--- config.mk ---
export PLATFORM = sky130hd
export DESIGN_NAME = sdr_host_ctl
export DESIGN_NICKNAME = d
export VERILOG_FILES = /design/src/rtl/sdr_host_pkg.sv /design/src/rtl/sdr_cmd_decode.sv /design/src/rtl/sdr_cfg_regs.sv /design/src/rtl/sdr_refresh_timer.sv /design/src/rtl/sdr_host_ctl.sv
export SDC_FILE = /design/constraint.sdc
export NUM_CORES = 1
export LEC_CHECK = 0
export ABC_AREA = 1
export BUFFER_PORTS_ARGS = -buffer_cell sky130_fd_sc_hd__buf_2
export CORE_MARGIN = 4
export CORE_UTILIZATION = 51
export DETAILED_ROUTE_END_ITERATION = 7
export GPL_ROUTABILITY_DRIVEN = 0
export PLACE_DENSITY = 0.78
export SLEW_MARGIN = 25
export SYNTH_ARGS = -nofsm -noshare
export SYNTH_HDL_FRONTEND = slang
export SYNTH_SLANG_ARGS = --single-unit
--- constraint.sdc ---
create_clock -name clk -period 1.7 [get_ports clk]
set_input_delay 0.255 -clock clk [delete_from_list [all_inputs] [get_ports clk]]
set_output_delay 0.255 -clock clk [all_outputs]
set_load 0.1 [all_outputs]
--- src/rtl/sdr_host_pkg.sv ---
package sdr_host_pkg;

    localparam int PERIOD_W   = 16;
    localparam int TCFG_W     = 13;
    localparam int CAS_LSB    = 0;
    localparam int RCD_LSB    = 2;
    localparam int DUR_LSB    = 4;
    localparam int PAGE_BIT   = 8;
    localparam int BURST_LSB  = 9;

    typedef enum logic [2:0] {
        OP_IDLE = 3'b000,
        OP_RD   = 3'b001,
        OP_WR   = 3'b010,
        OP_AREF = 3'b011,
        OP_PALL = 3'b100,
        OP_MRS  = 3'b101,
        OP_TCFG = 3'b110,
        OP_RPER = 3'b111
    } host_op_e;

    typedef enum logic [1:0] {
        HS_IDLE = 2'd0,
        HS_WAIT = 2'd1,
        HS_ACK  = 2'd2
    } hs_state_e;

    typedef struct packed {
        logic [3:0] burst;
        logic       page;
        logic [3:0] ref_dur;
        logic [1:0] rcd;
        logic [1:0] cas;
    } timing_cfg_t;

    typedef struct packed {
        logic     mem;
        logic     ld_timing;
        logic     ld_period;
        host_op_e op;
    } dec_t;

    localparam timing_cfg_t TIMING_RESET = '{
        burst:   4'd8,
        page:    1'b0,
        ref_dur: 4'd7,
        rcd:     2'd3,
        cas:     2'd3
    };

    function automatic logic burst_legal(input logic [3:0] b);
        return (b == 4'd1) || (b == 4'd2) || (b == 4'd4) || (b == 4'd8);
    endfunction

    function automatic timing_cfg_t unpack_timing(input logic [TCFG_W-1:0] w,
                                                  input timing_cfg_t old);
        timing_cfg_t t;
        t.cas     = w[CAS_LSB +: 2];
        t.rcd     = w[RCD_LSB +: 2];
        t.ref_dur = w[DUR_LSB +: 4];
        t.page    = w[PAGE_BIT];
        t.burst   = burst_legal(w[BURST_LSB +: 4]) ? w[BURST_LSB +: 4] : old.burst;
        return t;
    endfunction

    function automatic logic closes_row(input host_op_e op, input logic page);
        return ((op == OP_RD) || (op == OP_WR)) && !page;
    endfunction

endpackage

--- src/rtl/sdr_cmd_decode.sv ---
module sdr_cmd_decode
    import sdr_host_pkg::*;
(
    input  logic [2:0] op_raw,
    input  logic       accept,
    output dec_t       dec
);

    always_comb begin
        dec.op        = host_op_e'(op_raw);
        dec.mem       = 1'b0;
        dec.ld_timing = 1'b0;
        dec.ld_period = 1'b0;
        if (accept) begin
            case (dec.op)
                OP_IDLE: ;
                OP_TCFG: dec.ld_timing = 1'b1;
                OP_RPER: dec.ld_period = 1'b1;
                default: dec.mem       = 1'b1;
            endcase
        end
    end

endmodule

--- src/rtl/sdr_cfg_regs.sv ---
module sdr_cfg_regs
    import sdr_host_pkg::*;
#(
    parameter int ADDR_W      = 24,
    parameter int REF_DEFAULT = 1562
) (
    input  logic                clk,
    input  logic                rst,
    input  logic                ld_timing,
    input  logic                ld_period,
    input  logic [ADDR_W-1:0]   wdata,
    output timing_cfg_t         tcfg,
    output logic [PERIOD_W-1:0] period
);

    localparam logic [PERIOD_W-1:0] PERIOD_RST = PERIOD_W'(REF_DEFAULT);

    always_ff @(posedge clk) begin
        if (rst) begin
            tcfg   <= TIMING_RESET;
            period <= PERIOD_RST;
        end else begin
            if (ld_timing)
                tcfg <= unpack_timing(wdata[TCFG_W-1:0], tcfg);
            if (ld_period)
                period <= wdata[PERIOD_W-1:0];
        end
    end

endmodule

--- src/rtl/sdr_refresh_timer.sv ---
module sdr_refresh_timer
    import sdr_host_pkg::*;
#(
    parameter int REF_DEFAULT = 1562
) (
    input  logic                clk,
    input  logic                rst,
    input  logic                reload,
    input  logic [PERIOD_W-1:0] new_period,
    input  logic [PERIOD_W-1:0] period,
    input  logic                done,
    output logic                req
);

    localparam logic [PERIOD_W-1:0] CNT_RST = PERIOD_W'(REF_DEFAULT);

    logic [PERIOD_W-1:0] cnt;
    logic                expire;

    assign expire = !reload && (cnt <= PERIOD_W'(1));

    always_ff @(posedge clk) begin
        if (rst) begin
            cnt <= CNT_RST;
            req <= 1'b0;
        end else begin
            if (reload)
                cnt <= new_period;
            else if (expire)
                cnt <= period;
            else
                cnt <= cnt - PERIOD_W'(1);

            if (expire)
                req <= 1'b1;
            else if (done)
                req <= 1'b0;
        end
    end

endmodule

--- src/rtl/sdr_host_ctl.sv ---
module sdr_host_ctl
    import sdr_host_pkg::*;
#(
    parameter int ADDR_W      = 24,
    parameter int REF_DEFAULT = 1562
) (
    input  logic              clk,
    input  logic              rst,
    input  logic [2:0]        host_op,
    input  logic [ADDR_W-1:0] host_addr,
    output logic              host_ack,
    output logic              seq_req,
    output logic [2:0]        seq_op,
    output logic [ADDR_W-1:0] seq_addr,
    output logic              seq_autopre,
    input  logic              seq_done,
    output logic              ref_req,
    input  logic              ref_done,
    output logic [1:0]        cfg_cas,
    output logic [1:0]        cfg_rcd,
    output logic [3:0]        cfg_ref_dur,
    output logic              cfg_page,
    output logic [3:0]        cfg_burst,
    output logic [15:0]       cfg_ref_period
);

    hs_state_e           state_q;
    dec_t                dec;
    timing_cfg_t         tcfg;
    logic [PERIOD_W-1:0] period;
    logic                idle;

    assign idle = (state_q == HS_IDLE);

    sdr_cmd_decode u_dec (
        .op_raw (host_op),
        .accept (idle),
        .dec    (dec)
    );

    sdr_cfg_regs #(
        .ADDR_W      (ADDR_W),
        .REF_DEFAULT (REF_DEFAULT)
    ) u_cfg (
        .clk       (clk),
        .rst       (rst),
        .ld_timing (dec.ld_timing),
        .ld_period (dec.ld_period),
        .wdata     (host_addr),
        .tcfg      (tcfg),
        .period    (period)
    );

    sdr_refresh_timer #(
        .REF_DEFAULT (REF_DEFAULT)
    ) u_tmr (
        .clk        (clk),
        .rst        (rst),
        .reload     (dec.ld_period),
        .new_period (host_addr[PERIOD_W-1:0]),
        .period     (period),
        .done       (ref_done),
        .req        (ref_req)
    );

    always_ff @(posedge clk) begin
        if (rst) begin
            state_q     <= HS_IDLE;
            seq_op      <= 3'b000;
            seq_addr    <= '0;
            seq_autopre <= 1'b0;
        end else begin
            case (state_q)
                HS_IDLE: begin
                    if (dec.mem) begin
                        state_q     <= HS_WAIT;
                        seq_op      <= dec.op;
                        seq_addr    <= host_addr;
                        seq_autopre <= closes_row(dec.op, tcfg.page);
                    end else if (dec.ld_timing || dec.ld_period) begin
                        state_q <= HS_ACK;
                    end
                end
                HS_WAIT: if (seq_done) state_q <= HS_ACK;
                default: state_q <= HS_IDLE;
            endcase
        end
    end

    assign host_ack       = (state_q == HS_ACK);
    assign seq_req        = (state_q == HS_WAIT);
    assign cfg_cas        = tcfg.cas;
    assign cfg_rcd        = tcfg.rcd;
    assign cfg_ref_dur    = tcfg.ref_dur;
    assign cfg_page       = tcfg.page;
    assign cfg_burst      = tcfg.burst;
    assign cfg_ref_period = period;

endmodule

==> results by stage <==
Floorplanning:
- During I/O placement, the number of pins put on the boundary was 91.
- The initialized floorplan defines 28 standard-cell rows.
- For this configuration, the core starts out at a cell density of 53.22%.
- The die boundary width is 87.30 um.
- The floorplan step defined a core boundary enclosing 6026 um2.
- The die covers 7620 um2.
- The die height is 87.30 um.

Setup path:
- The worst setup path is captured at a flip-flop.
- The largest incremental delay on the critical path is 0.34 ns.
- The highest net fanout along the worst path is 8.
- For the worst setup path, the data arrival time is 1.91 ns.
- The slowest stage of the critical path belongs to the cell sky130_fd_sc_hd__dfxtp_1.
- For the worst setup path, the data required time is 1.92 ns.
- The critical path goes through nor2_1 -> nand2_1 -> nor2_2 -> nand2_2 -> nand2_4 -> nand2_1 -> o21ai_0 -> a21oi_1.
- By startpoint and endpoint, the worst setup path is classified as flip-flop to flip-flop.
- The worst setup path is launched from a flip-flop.
- Counting stages on the worst path, the most repeated cell is sky130_fd_sc_hd__nand2_1.
- The number of cells on the worst reg-to-reg path is 8.

Synthesis:
- In this run, synthesis inferred 0 flip-flops with an integrated enable.
- The cell type contributing the most total cell area after synthesis is sky130_fd_sc_hd__dfxtp_1.
- The top flip-flop cell by instance count after synthesis is sky130_fd_sc_hd__dfxtp_1.
- By area the synthesized netlist is led by sky130_fd_sc_hd__dfxtp_1 47%, sky130_fd_sc_hd__nand2_1 15%, sky130_fd_sc_hd__nor2_1 9.6%.
- When the netlist entered floorplanning its net count stood at 495.
- In the synthesized netlist, the number of instances is 462.
- In this run the biggest area consumer among cell types represents 47.44% of the synthesized area.
- After synthesis, the mean cell area works out to 6.941 um2.
- Counting distinct cell types in the post-synthesis netlist gives 29.
- The share of synthesized flip-flops with an asynchronous set or reset is 0%.
- The share of the yosys chip area belonging to registers is 47.44%.
- The cell area that synthesis handed to floorplanning was 3207 um2.
- During synthesis, Yosys emitted a total of 0 warnings.
- After synthesis the netlist holds a flip-flop and latch count of 76.

Timing:
- The fraction of the cycle the final worst path needs is 99.51%.
- The worst relative slew slack is 67.08%.
- Between clock sinks in the finished design, the worst skew comes to 0.009379 ns.
- The slew at the pin closest to its max-slew limit is 0.4971 ns.
- The worst path setup slack after routing is 0.008351 ns.
- The number of failing hold endpoints at the final stage is 0.
- The final count of pins violating max slew came to 0.
- After layout, the minimum clock period comes to 1.692 ns.
- The number of setup violations in the final report is 0.
- The maximum achievable frequency is 591.1 MHz.

Placement:
- Port buffering added 90 buffers.
- The post-placement setup slack is 0.01948 ns.
- The estimated wirelength of the detail-placed design is 6.087 mm.

Power and ir drop:
- The total power per unit cell area is 1229 nW/um2.
- The maximum vdd ir drop is 794.8 uV.
- The analysis attributes to cell leakage a power of 1.966 nW.
- Power comes to 4.909 mW.

GRT:
- Entering global routing, the biggest net connects 31 pins.
- The first global-routing pass estimated 14.03 mm of wire.
- Global routing used 23.05% of the available tracks.
- The via count of the first global-routing pass is 3197.
- The initial antenna violation count is 0.
- The remaining global-route overflow is 0.

Detailed routing:
- The sum of routed wire length over all layers is 8.419 mm.
- The iteration-0 DRC count of the detailed router is 154.
- The detail-routed net length per standard cell is 13.20 um.
- For this block, the via count after detailed routing is 3303.
- Once detail routing completed, the nets flagged for antenna violations numbered 0.
- The first-pass detailed-route iteration total is 5.
- After detailed routing, the number of remaining DRC violations is 0.
- In the routed layout, each cell is associated on average with a via count of 5.177.

CTS:
- The tree is rooted in a sky130_fd_sc_hd__clkbuf_8.
- Clock latency on the worst-skew pair, taken at its later pin, is 0.35 ns.
- No sink is reached through more buffers than the 2 on the longest clock path.
- In this run, CTS created clock tree buffers numbering 9.
- The maximum level of the CTS H-tree is 3.
- After clock tree synthesis, the clock-pin slew on the worst setup and hold paths is 0.08 ns.
- The tree built by TritonCTS fans out to 76 sinks.
- The number of buffers inserted for hold repair after clock tree synthesis is 0.
- The clock tree from TritonCTS is done.

Finish:
- In the final layout, the share of cells above drive strength 1 is 23.27%.
- The repair_antennas step left the layout with diodes totalling 0.
- In the final design database the tool counted 592 nets.
- The area taken by flip-flops and latches is 1521 um2.
- The number of filler instances in the final layout is 557.
- In the final layout, the multi-input gates occupy 1504 um2.
- For this run, the share of the core covered by cells in the final layout is 66.28%.
- From synthesis to final layout, the design area changed by 24.54%.

Min path:
- The path class of the tightest hold or removal check is primary input to flip-flop.
- Counting instances, the worst hold path has a depth of 3.

Flow run:
- The max-cap violation count is 0.

Status:
- The flow ran to the end, and the final reports show no timing, DRC or antenna violations.
registers in the layout (all words and copies together), names as in the netlist:
signal and cells:
seq_op 3, state_q 2, u_tmr.cnt 16, u_cfg.period 16
seq_autopre 1, seq_addr 24, u_tmr.req 1, u_cfg.tcfg 13
per-layer routing:
metal  global-route usage [%]  vias up  wire length (um)  share of wire (%)
met5                        0        -                 0                  0
met4                    7.671        0               194                2.3
met3                    8.893       19               672                8.0
met2                    37.53      114              3970                 47
met1                    27.82     1509              3582                 43
li1                         -     1661                 -                  -
power by group:
| part | switching, mW | internal, mW | total, mW |
|---|---|---|---|
| sequential | 0.0868 | 1.94 | 2.02 |
| combinational | 1.36 | 0.288 | 1.65 |
| clock | 0.673 | 0.563 | 1.24 |
| total | 2.12 | 2.79 | 4.91 |
through the flow:
step / hold WS, ns / setup TNS (ns) / instance area [um2] / std cells
global placement: 0.4393 / 0 / 3779 / 622
CTS: 0.1133 / 0 / 3955 / 637
global route: 0.1182 / -0.4125 / 3994 / 638
detailed placement: 0.4510 / 0 / 3779 / 622
finish: 0.1225 / 0 / 3994 / 638
floorplan: 0.3682 / 0 / 3212 / 462
worst paths after layout:
check	from	to	slack, ns
max	u_tmr.cnt[5]	u_tmr.cnt[2]	0.008
min	host_addr[22]	seq_addr[22]	0.12
max reg2reg	u_tmr.cnt[5]	u_tmr.cnt[2]	0.008
min reg2reg	seq_op[0]	seq_op[0]	0.47
layout make-up:
class	instances	share of cell area, %
clock buffers	10	3.446
multi-input cells	332	37.66
flip-flops and latches	76	38.10
inverters	38	3.571
clock inverters	5	0.9712
repair buffers	102	13.91
well taps	75	2.350
kinds of logic (layout without fill, tap and decap cells):
logic type                 after synthesis  after routing  share of synthesized area [%]
and+or+nand+nor                        249            250                          31.53
AOI/OAI and AO/OA                       77             77                          12.49
DFF                                     76             76                          47.44
buffers and inverters                   55            155                          6.945
xor gates and xnor gates                 3              3                         0.8195
adders and majority gates                2              2                         0.7802
cells in the mapped netlist, types with 2 or more instances:
cell	n
sky130_fd_sc_hd__nand2_1	126
sky130_fd_sc_hd__nor2_1	82
sky130_fd_sc_hd__dfxtp_1	76
sky130_fd_sc_hd__o21ai_0	38
sky130_fd_sc_hd__inv_1	36
sky130_fd_sc_hd__a21oi_1	31
sky130_fd_sc_hd__nand3_1	29
sky130_fd_sc_hd__clkbuf_1	11
sky130_fd_sc_hd__nand4_1	4
sky130_fd_sc_hd__buf_2	3
sky130_fd_sc_hd__xor2_1	3
sky130_fd_sc_hd__ha_1	2
sky130_fd_sc_hd__inv_2	2
sky130_fd_sc_hd__nand3b_1	2
sky130_fd_sc_hd__nor2_2	2
sky130_fd_sc_hd__o211ai_1	2
layout by cell type (no fill, tap or decap), types with 2 or more instances in the layout:
master / instances
sky130_fd_sc_hd__nand4_1: 4
sky130_fd_sc_hd__nand2_4: 2
sky130_fd_sc_hd__nor2_1: 78
sky130_fd_sc_hd__nand3_1: 29
sky130_fd_sc_hd__nor2_4: 2
sky130_fd_sc_hd__clkinvlp_4: 4
sky130_fd_sc_hd__nand3b_1: 2
sky130_fd_sc_hd__clkbuf_8: 10
sky130_fd_sc_hd__ha_1: 2
sky130_fd_sc_hd__buf_2: 89
sky130_fd_sc_hd__inv_2: 3
sky130_fd_sc_hd__a21oi_1: 31
sky130_fd_sc_hd__o211ai_1: 2
sky130_fd_sc_hd__o21ai_0: 38
sky130_fd_sc_hd__nand2_1: 125
sky130_fd_sc_hd__buf_4: 11
sky130_fd_sc_hd__xor2_1: 3
sky130_fd_sc_hd__inv_1: 35
sky130_fd_sc_hd__dfxtp_1: 76
sky130_fd_sc_hd__nor2_2: 5
worst max-delay path: cells and delay by family (launching register included):
kind,cells,cell delay [ns]
flops,1,0.34
compound gates,2,0.18
simple gates,6,1.04
what timing repair did:
item                                    in CTS  in global routing
endpoints found under the setup margin       0                 17
gates resized for setup                      0                  9
setup buffers                                0                  0
Note: power is estimated with default switching activity, not from simulation.
